<file path="src/rtl/pwm_sd_pkg.sv">
package pwm_sd_pkg;

  // register word selects
  localparam logic [1:0] RA_CTRL   = 2'd0;
  localparam logic [1:0] RA_PERIOD = 2'd1;
  localparam logic [1:0] RA_DUTY   = 2'd2;
  localparam logic [1:0] RA_SHUT   = 2'd3;

  // control word bits
  localparam int CB_EN  = 0;
  localparam int CB_POL = 1;

  // shutdown word bits (software decodes these positions)
  localparam int SB_FLAG    = 7;
  localparam int SB_IE      = 6;
  localparam int SB_RESTART = 5;
  localparam int SB_FORCE   = 4;
  localparam int SB_PIN     = 2;
  localparam int SB_LVL     = 1;
  localparam int SB_EN      = 0;

  typedef struct packed {
    logic ie;
    logic force_lvl;
    logic act_lvl;
    logic sd_en;
  } sd_cfg_t;

endpackage

</file>
<file path="src/rtl/pwm_sd_regs.sv">
module pwm_sd_regs
  import pwm_sd_pkg::*;
#(
  parameter int DATA_W = 8,
  parameter int CNT_W  = 8
) (
  input  logic              clk,
  input  logic              rst_n,
  input  logic              we,
  input  logic [1:0]        addr,
  input  logic [DATA_W-1:0] wdata,
  input  logic              flag,
  input  logic              pin_now,
  output logic [DATA_W-1:0] rdata,
  output logic              ch_en,
  output logic              pol,
  output logic [CNT_W-1:0]  per_buf,
  output logic [CNT_W-1:0]  duty_buf,
  output sd_cfg_t           sd_cfg,
  output logic              restart_req,
  output logic              flag_clr
);

  logic             en_q, en_n;
  logic             pol_q, pol_n;
  logic [CNT_W-1:0] per_q, per_n;
  logic [CNT_W-1:0] duty_q, duty_n;
  sd_cfg_t          cfg_q, cfg_n;

  logic wr_ctrl, wr_per, wr_duty, wr_shut;

  assign wr_ctrl = we && (addr == RA_CTRL);
  assign wr_per  = we && (addr == RA_PERIOD);
  assign wr_duty = we && (addr == RA_DUTY);
  assign wr_shut = we && (addr == RA_SHUT);

  // next-state
  always_comb begin
    en_n   = en_q;
    pol_n  = pol_q;
    per_n  = per_q;
    duty_n = duty_q;
    cfg_n  = cfg_q;
    if (wr_ctrl) begin
      en_n  = wdata[CB_EN];
      pol_n = wdata[CB_POL];
    end
    if (wr_per) begin
      per_n = wdata[CNT_W-1:0];
    end
    if (wr_duty) begin
      duty_n = wdata[CNT_W-1:0];
    end
    if (wr_shut) begin
      cfg_n.ie        = wdata[SB_IE];
      cfg_n.force_lvl = wdata[SB_FORCE];
      cfg_n.act_lvl   = wdata[SB_LVL];
      cfg_n.sd_en     = wdata[SB_EN];
    end
  end

  // registers
  always_ff @(posedge clk or negedge rst_n) begin
    if (!rst_n) begin
      en_q   <= 1'b0;
      pol_q  <= 1'b0;
      per_q  <= '0;
      duty_q <= '0;
      cfg_q  <= '0;
    end else begin
      en_q   <= en_n;
      pol_q  <= pol_n;
      per_q  <= per_n;
      duty_q <= duty_n;
      cfg_q  <= cfg_n;
    end
  end

  // one-cycle command strobes
  assign restart_req = wr_shut && wdata[SB_RESTART];
  assign flag_clr    = wr_shut && wdata[SB_FLAG];

  // read mux
  always_comb begin
    rdata = '0;
    case (addr)
      RA_CTRL: begin
        rdata[CB_EN]  = en_q;
        rdata[CB_POL] = pol_q;
      end
      RA_PERIOD: rdata[CNT_W-1:0] = per_q;
      RA_DUTY:   rdata[CNT_W-1:0] = duty_q;
      default: begin
        rdata[SB_FLAG]  = flag;
        rdata[SB_IE]    = cfg_q.ie;
        rdata[SB_FORCE] = cfg_q.force_lvl;
        rdata[SB_PIN]   = pin_now;
        rdata[SB_LVL]   = cfg_q.act_lvl;
        rdata[SB_EN]    = cfg_q.sd_en;
      end
    endcase
  end

  assign ch_en    = en_q;
  assign pol      = pol_q;
  assign per_buf  = per_q;
  assign duty_buf = duty_q;
  assign sd_cfg   = cfg_q;

endmodule

</file>
<file path="src/rtl/pwm_sd_counter.sv">
module pwm_sd_counter #(
  parameter int CNT_W = 8
) (
  input  logic             clk,
  input  logic             rst_n,
  input  logic             ch_en,
  input  logic             pol,
  input  logic             tick,
  input  logic [CNT_W-1:0] per_buf,
  input  logic [CNT_W-1:0] duty_buf,
  output logic [CNT_W-1:0] cnt,
  output logic [CNT_W-1:0] per_act,
  output logic             per_end,
  output logic             per_start,
  output logic             wave
);

  localparam int CW1 = CNT_W + 1;

  logic [CNT_W-1:0] cnt_q, cnt_n;
  logic [CNT_W-1:0] per_q, per_n;
  logic [CNT_W-1:0] duty_q, duty_n;
  logic [CW1-1:0]   cnt_inc;
  logic             at_last;
  logic             below_duty;

  assign cnt_inc   = {1'b0, cnt_q} + CW1'(1);
  assign at_last   = cnt_inc >= {1'b0, per_q};
  assign per_end   = ch_en && tick && at_last;
  assign per_start = per_end || !ch_en;

  // next-state
  always_comb begin
    cnt_n  = cnt_q;
    per_n  = per_q;
    duty_n = duty_q;
    if (!ch_en) begin
      cnt_n  = '0;
      per_n  = per_buf;
      duty_n = duty_buf;
    end else if (tick) begin
      if (at_last) begin
        cnt_n  = '0;
        per_n  = per_buf;
        duty_n = duty_buf;
      end else begin
        cnt_n = cnt_inc[CNT_W-1:0];
      end
    end
  end

  // registers
  always_ff @(posedge clk or negedge rst_n) begin
    if (!rst_n) begin
      cnt_q  <= '0;
      per_q  <= '0;
      duty_q <= '0;
    end else begin
      cnt_q  <= cnt_n;
      per_q  <= per_n;
      duty_q <= duty_n;
    end
  end

  assign below_duty = cnt_q < duty_q;
  assign wave       = ch_en && (pol ? below_duty : !below_duty);
  assign cnt        = cnt_q;
  assign per_act    = per_q;

endmodule

</file>
<file path="src/rtl/pwm_sd_guard.sv">
module pwm_sd_guard
  import pwm_sd_pkg::*;
#(
  parameter int FILT_LEN = 2
) (
  input  logic    clk,
  input  logic    rst_n,
  input  logic    sd_pin,
  input  sd_cfg_t cfg,
  input  logic    restart_req,
  input  logic    flag_clr,
  input  logic    per_start,
  output logic    det,
  output logic    shut,
  output logic    flag,
  output logic    pin_now
);

  logic [FILT_LEN-1:0] hist_q, hist_n;
  logic                shut_q, shut_n;
  logic                pend_q, pend_n;
  logic                flag_q, flag_n;
  logic [FILT_LEN-1:0] at_lvl;
  logic                release_ok;

  // per-sample level compare
  for (genvar gi = 0; gi < FILT_LEN; gi++) begin : g_cmp
    assign at_lvl[gi] = (hist_q[gi] == cfg.act_lvl);
  end

  assign det        = cfg.sd_en && (&at_lvl);
  assign release_ok = pend_q && per_start && !at_lvl[0];

  // next-state
  always_comb begin
    hist_n = {hist_q[FILT_LEN-2:0], sd_pin};

    shut_n = shut_q;
    if (!cfg.sd_en) begin
      shut_n = 1'b0;
    end else if (det) begin
      shut_n = 1'b1;
    end else if (release_ok) begin
      shut_n = 1'b0;
    end

    pend_n = pend_q;
    if (restart_req) begin
      pend_n = 1'b1;
    end else if (release_ok) begin
      pend_n = 1'b0;
    end

    flag_n = flag_q;
    if (det) begin
      flag_n = 1'b1;
    end else if (flag_clr) begin
      flag_n = 1'b0;
    end
  end

  // registers
  always_ff @(posedge clk or negedge rst_n) begin
    if (!rst_n) begin
      hist_q <= '0;
      shut_q <= 1'b0;
      pend_q <= 1'b0;
      flag_q <= 1'b0;
    end else begin
      hist_q <= hist_n;
      shut_q <= shut_n;
      pend_q <= pend_n;
      flag_q <= flag_n;
    end
  end

  assign shut    = shut_q;
  assign flag    = flag_q;
  assign pin_now = hist_q[0];

endmodule

</file>
<file path="src/rtl/pwm_sd_chan.sv">
module pwm_sd_chan
  import pwm_sd_pkg::*;
#(
  parameter int DATA_W   = 8,
  parameter int CNT_W    = 8,
  parameter int FILT_LEN = 2
) (
  input  logic              clk,
  input  logic              rst_n,
  input  logic              tick,
  input  logic              sd_pin,
  input  logic              reg_we,
  input  logic [1:0]        reg_addr,
  input  logic [DATA_W-1:0] reg_wdata,
  output logic [DATA_W-1:0] reg_rdata,
  output logic              pwm_out,
  output logic              irq
);

  logic             ch_en;
  logic             pol;
  logic [CNT_W-1:0] per_buf;
  logic [CNT_W-1:0] duty_buf;
  sd_cfg_t          sd_cfg;
  logic             restart_req;
  logic             flag_clr;
  logic [CNT_W-1:0] cnt_q;
  logic [CNT_W-1:0] per_act;
  logic             per_end;
  logic             per_start;
  logic             wave;
  logic             sd_det;
  logic             shut_q;
  logic             flag_q;
  logic             pin_now;
  logic             sd_force;
  logic             sd_en;
  logic             sd_ie;

  pwm_sd_regs #(
    .DATA_W(DATA_W),
    .CNT_W (CNT_W)
  ) u_regs (
    .clk        (clk),
    .rst_n      (rst_n),
    .we         (reg_we),
    .addr       (reg_addr),
    .wdata      (reg_wdata),
    .flag       (flag_q),
    .pin_now    (pin_now),
    .rdata      (reg_rdata),
    .ch_en      (ch_en),
    .pol        (pol),
    .per_buf    (per_buf),
    .duty_buf   (duty_buf),
    .sd_cfg     (sd_cfg),
    .restart_req(restart_req),
    .flag_clr   (flag_clr)
  );

  pwm_sd_counter #(
    .CNT_W(CNT_W)
  ) u_cnt (
    .clk      (clk),
    .rst_n    (rst_n),
    .ch_en    (ch_en),
    .pol      (pol),
    .tick     (tick),
    .per_buf  (per_buf),
    .duty_buf (duty_buf),
    .cnt      (cnt_q),
    .per_act  (per_act),
    .per_end  (per_end),
    .per_start(per_start),
    .wave     (wave)
  );

  pwm_sd_guard #(
    .FILT_LEN(FILT_LEN)
  ) u_guard (
    .clk        (clk),
    .rst_n      (rst_n),
    .sd_pin     (sd_pin),
    .cfg        (sd_cfg),
    .restart_req(restart_req),
    .flag_clr   (flag_clr),
    .per_start  (per_start),
    .det        (sd_det),
    .shut       (shut_q),
    .flag       (flag_q),
    .pin_now    (pin_now)
  );

  assign sd_force = sd_cfg.force_lvl;
  assign sd_en    = sd_cfg.sd_en;
  assign sd_ie    = sd_cfg.ie;

  // forced level overrides the waveform from the filter edge onward
  assign pwm_out = (shut_q || sd_det) ? sd_force : wave;
  assign irq     = flag_q && sd_ie;

endmodule

</file>
<file path="config.mk">
export PLATFORM = sky130hd
export DESIGN_NAME = pwm_sd_chan
export DESIGN_NICKNAME = d
export VERILOG_FILES = /design/src/rtl/pwm_sd_pkg.sv /design/src/rtl/pwm_sd_regs.sv /design/src/rtl/pwm_sd_counter.sv /design/src/rtl/pwm_sd_guard.sv /design/src/rtl/pwm_sd_chan.sv
export SDC_FILE = /design/constraint.sdc
export NUM_CORES = 1
export LEC_CHECK = 0
export ABC_AREA = 1
export BUFFER_PORTS_ARGS = -buffer_cell sky130_fd_sc_hd__buf_2
export CAP_MARGIN = 0
export CORE_MARGIN = 5
export CORE_UTILIZATION = 38
export CTS_BUF_LIST = sky130_fd_sc_hd__clkbuf_4
export CTS_CLUSTER_DIAMETER = 80
export DETAILED_ROUTE_END_ITERATION = 16
export PLACE_DENSITY = 0.65
export SLEW_MARGIN = 5
export SYNTH_ARGS = -nofsm -noshare
export SYNTH_HDL_FRONTEND = slang
export SYNTH_HIERARCHICAL = 1
export SYNTH_SLANG_ARGS = --single-unit
</file>
<file path="constraint.sdc">
create_clock -name clk -period 5.2 [get_ports clk]
set_input_delay 1.04 -clock clk [delete_from_list [all_inputs] [get_ports clk]]
set_output_delay 1.04 -clock clk [all_outputs]
set_load 0.005 [all_outputs]
</file>
==> results of run 1 <==
[worst max path at each step]
stage                             start           end  cells after the start
3_3_place_gp                reg_addr[1]  reg_rdata[5]                      6
3_5_place_dp                reg_addr[1]  reg_rdata[3]                      6
2_1_floorplan               reg_addr[0]  reg_rdata[1]                      7
5_1_grt        u_cnt/cnt[5]$_DFFE_PN0P_       pwm_out                     11
6_report       u_cnt/cnt[5]$_DFFE_PN0P_       pwm_out                     11
4_1_cts        u_cnt/cnt[5]$_DFFE_PN0P_       pwm_out                     11
[layer usage]
metal,up-vias,global-route usage [%]
met5,-,0
met4,0,3.36
met3,6,3.86
met2,29,20.7
met1,1011,18.1
li1,1187,-
[worst max-delay path, stage by stage, from the launching register on]
cell	delay, ns
dfrtp_1	0.46
ha_1	0.33
a21oi_1	0.14
nor2_1	0.06
a211oi_1	0.17
o21ai_0	0.16
nand2_1	0.09
nand2_1	0.05
nor2_1	0.17
nand2_1	0.07
nand2_1	0.06
buf_2	0.10
[power by group]
| part | internal [mW] | total (mW) | switching [mW] |
|---|---|---|---|
| clock | 0.0991 | 0.230 | 0.131 |
| combinational | 0.146 | 0.376 | 0.230 |
| sequential | 0.483 | 0.563 | 0.0808 |
| total | 0.728 | 1.17 | 0.442 |
[cells in the final DEF, fill, tap and decap left out]
cell type,n
buf_2,24
nand3b_1,2
nand3_4,1
nor2_2,1
nand2_1,121
clkinv_2,1
a31oi_4,1
nand2_4,12
nand3_2,1
ha_1,21
a21oi_1,8
nand2_2,12
bufinv_16,1
a211oi_1,1
clkbuf_4,5
o22ai_1,2
o21ai_2,16
nand4_1,1
o21ai_0,10
nor2_4,1
o21ai_1,3
xor2_1,6
nor2_1,17
clkinv_1,1
o21a_1,1
inv_1,49
nand3_1,18
dfrtp_1,51
buf_4,1
inv_2,2
[through the flow]
stage	utilization, %	std cells
after floorplan	-	367
after global placement	41.4	485
after detailed placement	41.4	485
after CTS	42.4	493
after global routing	42.4	493
final	42.4	493
[sequential cells by signal, indices dropped and copies added (netlist names)]
| signal | cells |
|---|---|
| u_regs/ch_en | 1 |
| u_regs/sd_cfg | 4 |
| u_cnt/duty_q | 8 |
| u_guard/flag | 1 |
| u_guard/pend_q | 1 |
| u_guard/hist_q | 2 |
| u_cnt/per_act | 8 |
| u_regs/pol | 1 |
| u_cnt/cnt | 8 |
| u_guard/shut | 1 |
| u_regs/per_buf | 8 |
| u_regs/duty_buf | 8 |
[layout make-up]
| cell class | count | area (µm²) | area share (%) |
|---|---|---|---|
| clock buffer | 5 | 37.5 | 1.14 |
| clock inverter | 3 | 38.8 | 1.18 |
| inverter | 51 | 191 | 5.81 |
| multi-input combinational | 256 | 1490 | 45.4 |
| sequential | 51 | 1280 | 38.8 |
| tap | 102 | 128 | 3.88 |
| timing repair buffer | 25 | 128 | 3.88 |
==> summary.md, run 1 <==
| Metric | Value |
|---|---|
| Status | `complete, no violations` |
| Pwr Density | `355 nW/µm²` |
| R2R Path End | `u_guard/pend_q$_DFFE_PN0P_` |
| Worst slew margin | `56.5%` |
| # resized after CTS | `0` |
| DP Area | `3220 µm²` |
| Area Growth Syn to Fin | `8.40%` |
| Worst hold path class | `flip-flop to flip-flop` |
| Global placement routability congestion | `0.833` |
| FP Rows | `32` |
| Hold path start | `u_guard/hist_q[0]$_DFF_PN0_` |
| TritonCTS clock tree | `yes` |
| Htree depth | `2` |
| Hold WS | `0.452 ns` |
| Highest Signal Layer | `met4` |
| Starting Density | `39.1%` |
| CTS clk-pin slew, worst paths | `0.15 ns` |
| First-pass DRT Iterations | `4` |
| Hpwl dp | `4.63 mm` |
| Post-place setup slack | `2.11 ns` |
| Max-Cap Viols | `0` |
| Final Cycle Share | `62.8%` |
| Gr ovfl total | `0` |
| Num CTS Buffers | `5` |
| DRT Wirelength | `6.13 mm` |
| Layout cells sized above 1 | `20.2%` |
| Final worst setup slack | `1.93 ns` |
| CP max FO | `4` |
| Chip height | `99.4 µm` |
| Arrival time worst endpoint | `2.23 ns` |
| DR iter-0 viols | `84` |
| Post-layout min period | `3.27 ns` |
| Port Buf Inserts | `24` |
| Ys Warns | `6` |
| Root Driver | `clkbuf_4` |
| Clk_lat worst skew | `0.38 ns` |
| CTS Buffer Depth | `2` |
| Synth Cell Area | `3040 µm²` |
| Layout fillers | `832` |
| RSZ-0062 raised after global routing | `false` |
| Largest net degree at the start of global routing | `52` |
| CP Data Required Time | `4.16 ns` |
| Final Cell Area | `3290 µm²` |
| Crit start category | `flip-flop` |
| Met2 wire length | `2.73 mm` |
| Worst Path Class, Setup | `flip-flop to primary output` |
| Setup Buffers After CTS | `0` |
| Detail-routed via count per cell | `4.53` |
| VDD IR max | `0.000157 V` |
| Top-Level Pins | `25` |
| Min-Delay Endpoint | `u_guard/hist_q[1]$_DFF_PN0_` |
| Wirelength per Cell | `12.4 µm` |
| Final total power | `1.17 mW` |
| Global router's overall resource usage | `13.3%` |
| Clock Sinks | `51` |
| Die W | `99.4 µm` |
| Pleak | `1.84 nW` |
| Reg2Reg Setup Slack | `2.35 ns` |
| Layout Nets | `426` |
| Hold-fix buffer count after cts | `0` |
| Setup TNS | `0 ns` |
| # DRC | `0` |
| Worst clock skew | `0.00857 ns` |
| Vias in the first global route | `2216` |
| Mapped Nets | `403` |
| Avg Inst Size Synth | `8.28 µm²` |
| Synthesized instance count | `367` |
| Vias | `2233` |
| Met1 wire length | `3.08 mm` |
| Fin. max-slew vios | `0` |
| R2r worst-path depth | `20` |
| Worst r2r src | `u_cnt/cnt[0]$_DFFE_PN0P_` |
| Final hold vios | `0` |
| Final Setup Violations | `0` |
| Worst Tran Pin Value | `0.652 ns` |
| Worst Setup End Kind | `primary output` |
| Max Fclk | `306 MHz` |
| Overall die area | `9880 µm²` |
| Number of inserted diodes | `0` |
| Core Area | `7770 µm²` |
| Met3 WL post-DR | `236 µm` |
| First-pass GRT wire length | `10.4 mm` |
| Hold path depth | `0` |
| Remaining antenna violation count | `0` |
| Initial antenna violation count | `0` |
(Power assumes the default switching activity.)
==> inputs of run 2 (changes only) <==
--- a/config.mk
+++ b/config.mk
@@ -13,7 +13,7 @@
 export CTS_BUF_LIST = sky130_fd_sc_hd__clkbuf_4
 export CTS_CLUSTER_DIAMETER = 80
 export DETAILED_ROUTE_END_ITERATION = 16
-export PLACE_DENSITY = 0.65
+export PLACE_DENSITY = 0.67
 export SLEW_MARGIN = 5
 export SYNTH_ARGS = -nofsm -noshare
 export SYNTH_HDL_FRONTEND = slang
==> constraint.sdc (replaced) <==
create_clock -name clk -period 2.95 [get_ports clk]
set_input_delay 0.59 -clock clk [delete_from_list [all_inputs] [get_ports clk]]
set_output_delay 0.59 -clock clk [all_outputs]
set_load 0.005 [all_outputs]
==> run 2 against run 1 <==
  * Clock skew grew 0.014 ns
  * Die area unchanged
  * Register-to-register slack got worse by 2.1 ns
  * Design area rose by 0.76%
  * Utilization up 0.32 points
  * Critical path depth stayed put
  * Non-clock buffer count grew 2
  * Final cell count up 0.41%
  * Wire length increased by 3.9%
  * Power increased by 77%
  * Worst setup slack lost 1.7 ns
==> summary.md, run 2 (synthesis results as in run 1) <==
| Metric | Value |
|---|---|
| TritonCTS clock tree | `yes (unchanged)` |
| Most used cell, CP | `nand2_1 (unchanged)` |
| Pleak | `1.85 nW (was 1.84 nW)` |
| Net Sw Frac | `37.5% (was 37.8%)` |
| Layout cells sized above 1 | `20.9% (was 20.2%)` |
| Worst Setup End Kind | `primary output (unchanged)` |
| Layout Nets | `428 (was 426)` |
| Clock Sinks | `51 (unchanged)` |
| Multi-input logic area | `1500 µm² (was 1490 µm²)` |
| Final Cycle Share | `93.6%` |
| Reg2Reg Setup Slack | `0.30 ns (was 2.35 ns)` |
| Commonest non-fill, non-tap cell in the layout | `nand2_1 (unchanged)` |
| Global placement routability congestion | `0.854 (was 0.833)` |
| Worst Path Class, Setup | `flip-flop to primary output (unchanged)` |
| Starting Density | `39.1% (unchanged)` |
| CP max stage cell | `dfrtp_2 (was dfrtp_1)` |
| Hpwl dp | `4.96 mm (was 4.63 mm)` |
| Gr ovfl total | `0 (unchanged)` |
| Num CTS Buffers | `5 (unchanged)` |
| Wirelength per Cell | `12.9 µm (was 12.4 µm)` |
| Status | `complete, no violations (unchanged)` |
| Crit start category | `flip-flop (unchanged)` |
| Post-place setup slack | `0.225 ns (was 2.11 ns)` |
| Pwr Density | `625 nW/µm² (was 355 nW/µm²)` |
| CTS clk-pin slew, worst paths | `0.14 ns (was 0.15 ns)` |
| Remaining antenna violation count | `0 (unchanged)` |
| Hold-fix buffer count after cts | `0 (unchanged)` |
| CTS Buffer Depth | `2 (unchanged)` |
| Top-Level Pins | `25 (unchanged)` |
| Internal | `1.30 mW (was 0.728 mW)` |
| Post-layout min period | `2.76 ns` |
| First-pass DRT Iterations | `4 (unchanged)` |
| Final total power | `2.07 mW (was 1.17 mW)` |
| Arrival time worst endpoint | `2.17 ns (was 2.23 ns)` |
| RSZ-0062 raised after global routing | `false (unchanged)` |
| Global router's overall resource usage | `14.0% (was 13.3%)` |
| Worst slew margin | `61.4% (was 56.5%)` |
| Final Setup Violations | `0 (unchanged)` |
| FP Rows | `32 (unchanged)` |
| First-pass GRT wire length | `11.2 mm (was 10.4 mm)` |
| Area Growth Syn to Fin | `9.23% (was 8.40%)` |
| Bufs and invs on worst path | `1 (unchanged)` |
| Largest net degree at the start of global routing | `27 (was 52)` |
| Port Buf Inserts | `24 (unchanged)` |
| DR iter-0 viols | `76 (was 84)` |
| CP cell instances | `ha_1 > a21oi_1 > nor2_1 > a211oi_1 > o21ai_1 > nand2_1 > nand2_1 > nor2_1 > nand2_1 > nand2_1 > buf_2 (was ha_1 > a21oi_1 > nor2_1 > a211oi_1 > o21ai_0 > nand2_1 > nand2_1 > nor2_1 > nand2_1 > nand2_1 > buf_2)` |
| Layout fillers | `815 (was 832)` |
| CP Data Required Time | `2.36 ns (was 4.16 ns)` |
| DRT Wirelength | `6.37 mm (was 6.13 mm)` |
| Worst clock skew | `0.0230 ns (was 0.00857 ns)` |
| Comb pwr share | `33.6% (was 32.1%)` |
| Worst Tran Pin Value | `0.579 ns (was 0.652 ns)` |
| Seq pwr share | `47.8% (was 48.2%)` |
| VDD IR max | `0.000251 V (was 0.000157 V)` |
| Setup TNS | `0 ns (unchanged)` |
| Fin. max-slew vios | `0 (unchanged)` |
| # DRC | `0 (unchanged)` |
| Number of inserted diodes | `0 (unchanged)` |
| Worst hold path class | `input port to async pin (was flip-flop to flip-flop)` |
| Core Area | `7770 µm² (unchanged)` |
| Vias | `2353 (was 2233)` |
| Slowest Stage Delay on Critical Path | `0.46 ns (about the same)` |
| Max Fclk | `362 MHz` |
| Chip height | `99.4 µm (unchanged)` |
| Final hold vios | `0 (unchanged)` |
| Overall die area | `9880 µm² (unchanged)` |
| Clk_lat worst skew | `0.36 ns (was 0.38 ns)` |
| Detail-routed via count per cell | `4.75 (was 4.53)` |
| Vias in the first global route | `2379 (was 2216)` |
| Die W | `99.4 µm (unchanged)` |
| CP delay by family, top | `simple AND/OR/NAND/NOR gates (unchanged)` |
| Reg area | `1280 µm² (about the same)` |
| Reported net switching power | `0.779 mW (was 0.442 mW)` |
| Clk pwr share | `18.7% (was 19.7%)` |
| Initial antenna violation count | `0 (unchanged)` |
| Max-Cap Viols | `0 (unchanged)` |
| Root Driver | `clkbuf_4 (unchanged)` |
| Commonest non-fill, non-tap cells in the layout | `nand2_1, dfrtp_1, inv_1 (unchanged)` |
| CP max FO | `4 (unchanged)` |
| Htree depth | `2 (unchanged)` |
| Final worst setup slack | `0.187 ns (was 1.93 ns)` |
[run 2: stage by stage]
step	area [µm²]	utilization, %	hold WS [ns]	std cells
finish	3320	42.7	0.211	495
global route	3320	42.7	0.239	495
CTS	3300	42.5	0.209	494
detailed placement	3220	41.5	0.429	486
global placement	3220	41.5	0.421	486
floorplan	3040	-	0.294	367
[run 2: worst paths after layout]
check                                                  from                      endpoint  cells past startpoint
worst min register to register  u_guard/hist_q[0]$_DFF_PN0_   u_guard/hist_q[1]$_DFF_PN0_                      0
min in group clk                                     sd_pin   u_guard/hist_q[0]$_DFF_PN0_                      1
max in group asynchronous                             rst_n  u_cnt/per_act[6]$_DFFE_PN0P_                      2
worst max-delay path               u_cnt/cnt[5]$_DFFE_PN0P_                       pwm_out                     11
worst max register to register     u_cnt/cnt[1]$_DFFE_PN0P_      u_guard/shut$_DFFE_PN0P_                     20
worst min-delay path                                  rst_n      u_cnt/cnt[4]$_DFFE_PN0P_                      1
[run 2: per-layer routing]
metal,part of all wire [%],up-vias,GRT usage (%)
met2,47,34,22.9
li1,-,1191,-
met4,0.99,0,3.47
met1,49,1124,19.1
met3,2.7,4,2.59
met5,0,-,0
[run 2: area by class of cell]
cell class                      count  area share (%)
Clock buffer                        5            1.13
Clock inverter                      3            1.17
Inverter                           51            5.77
Multi-Input combinational cell    256            45.3
Sequential cell                    51            38.5
Tap cell                          102            3.85
Timing Repair Buffer               27            4.30
[run 2: power groups by stage]
stage	clock network, mW	logic [mW]	registers (mW)
after floorplan	0	0.550	0.970
after global placement	0	0.659	1.00
after detailed placement	0	0.677	1.01
after CTS	0.406	0.687	0.994
after global routing	0.430	0.804	1.02
final	0.388	0.696	0.991
[run 2: what timing repair did]
action                                  CTS  global route
endpoints found under the setup margin    0             3
buffers inserted                          0             1
gates resized for setup                   0             3
==> inputs of run 3 (changes only) <==
--- a/config.mk
+++ b/config.mk
@@ -13,7 +13,7 @@
 export CTS_BUF_LIST = sky130_fd_sc_hd__clkbuf_4
 export CTS_CLUSTER_DIAMETER = 80
 export DETAILED_ROUTE_END_ITERATION = 16
-export PLACE_DENSITY = 0.67
+export PLACE_DENSITY = 0.65
 export SLEW_MARGIN = 5
 export SYNTH_ARGS = -nofsm -noshare
 export SYNTH_HDL_FRONTEND = slang
==> constraint.sdc (replaced) <==
create_clock -name clk -period 3.2 [get_ports clk]
set_input_delay 0.64 -clock clk [delete_from_list [all_inputs] [get_ports clk]]
set_output_delay 0.64 -clock clk [all_outputs]
set_load 0.005 [all_outputs]
==> run 3 against run 2 <==
  * Sequential power shrank 7.0%
  * Via count shrank 4.2%
  * Combinational power shrank 11%
  * Largest power group unchanged
  * Non-clock buffer count shrank 2
  * Utilization shrank 0.63 points
  * Design area shrank 1.5%
  * Clock skew shrank 0.0025 ns
  * Die area is the same
  * Worst hold slack lost 0.12 ns
  * Worst setup slack gained 0.21 ns
  * First-iteration DRC count grew 53%
==> summary.md, run 3 (synthesis results as in run 1) <==
| Metric | Value |
|---|---|
| Max Fclk | `357 MHz` |
| Pleak | `1.83 nW (was 1.85 nW)` |
| Layout Nets | `426 (was 428)` |
| Commonest non-fill, non-tap cells in the layout | `nand2_1, dfrtp_1, inv_1 (unchanged)` |
| Detail-routed via count per cell | `4.57 (was 4.75)` |
| CTS clk-pin slew, worst paths | `0.15 ns (was 0.14 ns)` |
| Top-Level Pins | `25 (unchanged)` |
| Final Setup Violations | `0 (unchanged)` |
| Wirelength per Cell | `13.1 µm (was 12.9 µm)` |
| Final worst setup slack | `0.400 ns (was 0.187 ns)` |
| First-pass GRT wire length | `11.2 mm (about the same)` |
| VDD IR max | `0.000249 V (was 0.000251 V)` |
| Vias in the first global route | `2224 (was 2379)` |
| Number of inserted diodes | `0 (unchanged)` |
| Htree depth | `2 (unchanged)` |
| Port Buf Inserts | `24 (unchanged)` |
| Final hold vios | `0 (unchanged)` |
| # resized after CTS | `0 (unchanged)` |
| Die W | `99.4 µm (unchanged)` |
| Arrival time worst endpoint | `2.16 ns (was 2.17 ns)` |
| RSZ-0062 raised after global routing | `false (unchanged)` |
| Post-layout min period | `2.80 ns` |
| Setup TNS | `0 ns (unchanged)` |
| Worst hold path class | `input port to async pin (unchanged)` |
| Final total power | `1.83 mW (was 2.07 mW)` |
| Vias | `2253 (was 2353)` |
| Crit start category | `flip-flop (unchanged)` |
| Gr ovfl total | `0 (unchanged)` |
| Starting Density | `39.1% (unchanged)` |
| Chip height | `99.4 µm (unchanged)` |
| Worst Path Class, Setup | `flip-flop to primary output (unchanged)` |
| TritonCTS clock tree | `yes (unchanged)` |
| Initial antenna violation count | `0 (unchanged)` |
| Status | `complete, no violations (unchanged)` |
| Hpwl dp | `4.95 mm (was 4.96 mm)` |
| Clk_lat worst skew | `0.38 ns (was 0.36 ns)` |
| DRT Wirelength | `6.47 mm (was 6.37 mm)` |
| Commonest non-fill, non-tap cell in the layout | `nand2_1 (unchanged)` |
| Num CTS Buffers | `5 (unchanged)` |
| Setup Buffers After CTS | `0 (unchanged)` |
| CP max FO | `4 (unchanged)` |
| Max-Cap Viols | `0 (unchanged)` |
| Fin. max-slew vios | `0 (unchanged)` |
| Clock Sinks | `51 (unchanged)` |
| CP Data Required Time | `2.56 ns (was 2.36 ns)` |
| R2r worst-path depth | `20 (unchanged)` |
| Hold-fix buffer count after cts | `0 (unchanged)` |
| # DRC | `0 (unchanged)` |
| Worst Setup End Kind | `primary output (unchanged)` |
| Worst Tran Pin Value | `0.554 ns (was 0.579 ns)` |
| CTS Buffer Depth | `2 (unchanged)` |
| Final Cycle Share | `87.5%` |
| Largest net degree at the start of global routing | `44 (was 27)` |
| FP Rows | `32 (unchanged)` |
| Area Growth Syn to Fin | `7.62% (was 9.23%)` |
| Worst slew margin | `63.0% (was 61.4%)` |
| Layout cells sized above 1 | `19.9% (was 20.9%)` |
| Core Area | `7770 µm² (unchanged)` |
| Root Driver | `clkbuf_4 (unchanged)` |
| Pwr Density | `559 nW/µm² (was 625 nW/µm²)` |
| Overall die area | `9880 µm² (unchanged)` |
| DR iter-0 viols | `116 (was 76)` |
| First-pass DRT Iterations | `4 (unchanged)` |
| Worst clock skew | `0.0205 ns (was 0.0230 ns)` |
| Post-place setup slack | `0.521 ns (was 0.225 ns)` |
| Global placement routability congestion | `0.813 (was 0.854)` |
| Remaining antenna violation count | `0 (unchanged)` |
| Global router's overall resource usage | `14.1% (was 14.0%)` |
[run 3: cell types whose count changed in the layout (fill, tap and decap cells not counted), sizes merged]
| cell | delta |
|---|---|
| buf | -2 |
| bufinv | -1 |
| clkinvlp | +1 |
[run 3: layout make-up]
type / count / area, µm²
Fill cell: 792 / 4500
Multi-Input combinational cell: 256 / 1490
Sequential cell: 51 / 1280
Inverter: 51 / 191
Timing Repair Buffer: 25 / 128
Tap cell: 102 / 128
Clock buffer: 5 / 37.5
Clock inverter: 3 / 15.0
[run 3: report_power, final]
| group | internal, mW | switching [mW] | leakage [nW] |
|---|---|---|---|
| registers | 0.784 | 0.137 | 0.647 |
| logic | 0.239 | 0.379 | 1.15 |
| clock network | 0.0811 | 0.209 | 0.0263 |
| total | 1.10 | 0.725 | 1.83 |
[run 3: through the flow]
| step | cells | util, % | area [µm²] | hold slack [ns] |
|---|---|---|---|---|
| 2_1_floorplan | 367 | - | 3040 | 0.344 |
| 3_3_place_gp | 485 | 41.4 | 3220 | 0.426 |
| 3_5_place_dp | 485 | 41.4 | 3220 | 0.434 |
| 4_1_cts | 493 | 42.1 | 3270 | 0.0870 |
| 5_1_grt | 493 | 42.1 | 3270 | 0.0783 |
| 6_report | 493 | 42.1 | 3270 | 0.0956 |
[run 3: worst paths after layout]
kind | end | slack (ns) | start
max | pwm_out | 0.40 | u_cnt/cnt[5]$_DFFE_PN0P_
min | u_cnt/cnt[7]$_DFFE_PN0P_ | 0.1 | rst_n
max reg2reg | u_guard/shut$_DFFE_PN0P_ | 0.53 | u_cnt/cnt[0]$_DFFE_PN0P_
min reg2reg | u_guard/hist_q[1]$_DFF_PN0_ | 0.47 | u_guard/hist_q[0]$_DFF_PN0_
max in group asynchronous | u_cnt/per_act[5]$_DFFE_PN0P_ | 2.29 | rst_n
min in group clk | u_guard/hist_q[0]$_DFF_PN0_ | 0.35 | sd_pin
[run 3: critical path, stage by stage, from the launching register on]
cell	delay, ns
dfrtp_1	0.47
ha_1	0.33
a21oi_1	0.13
nor2_1	0.05
a211oi_1	0.15
o21ai_0	0.15
nand2_1	0.08
nand2_1	0.05
nor2_1	0.14
nand2_1	0.07
nand2_1	0.06
buf_2	0.11
[run 3: layer usage]
metal	vias up	global-route usage (%)	part of all wire (%)
met3	4	2.31	3.1
li1	1182	-	-
met4	0	3.78	0.85
met5	-	0	0
met1	1030	20.1	49
met2	37	22.1	47
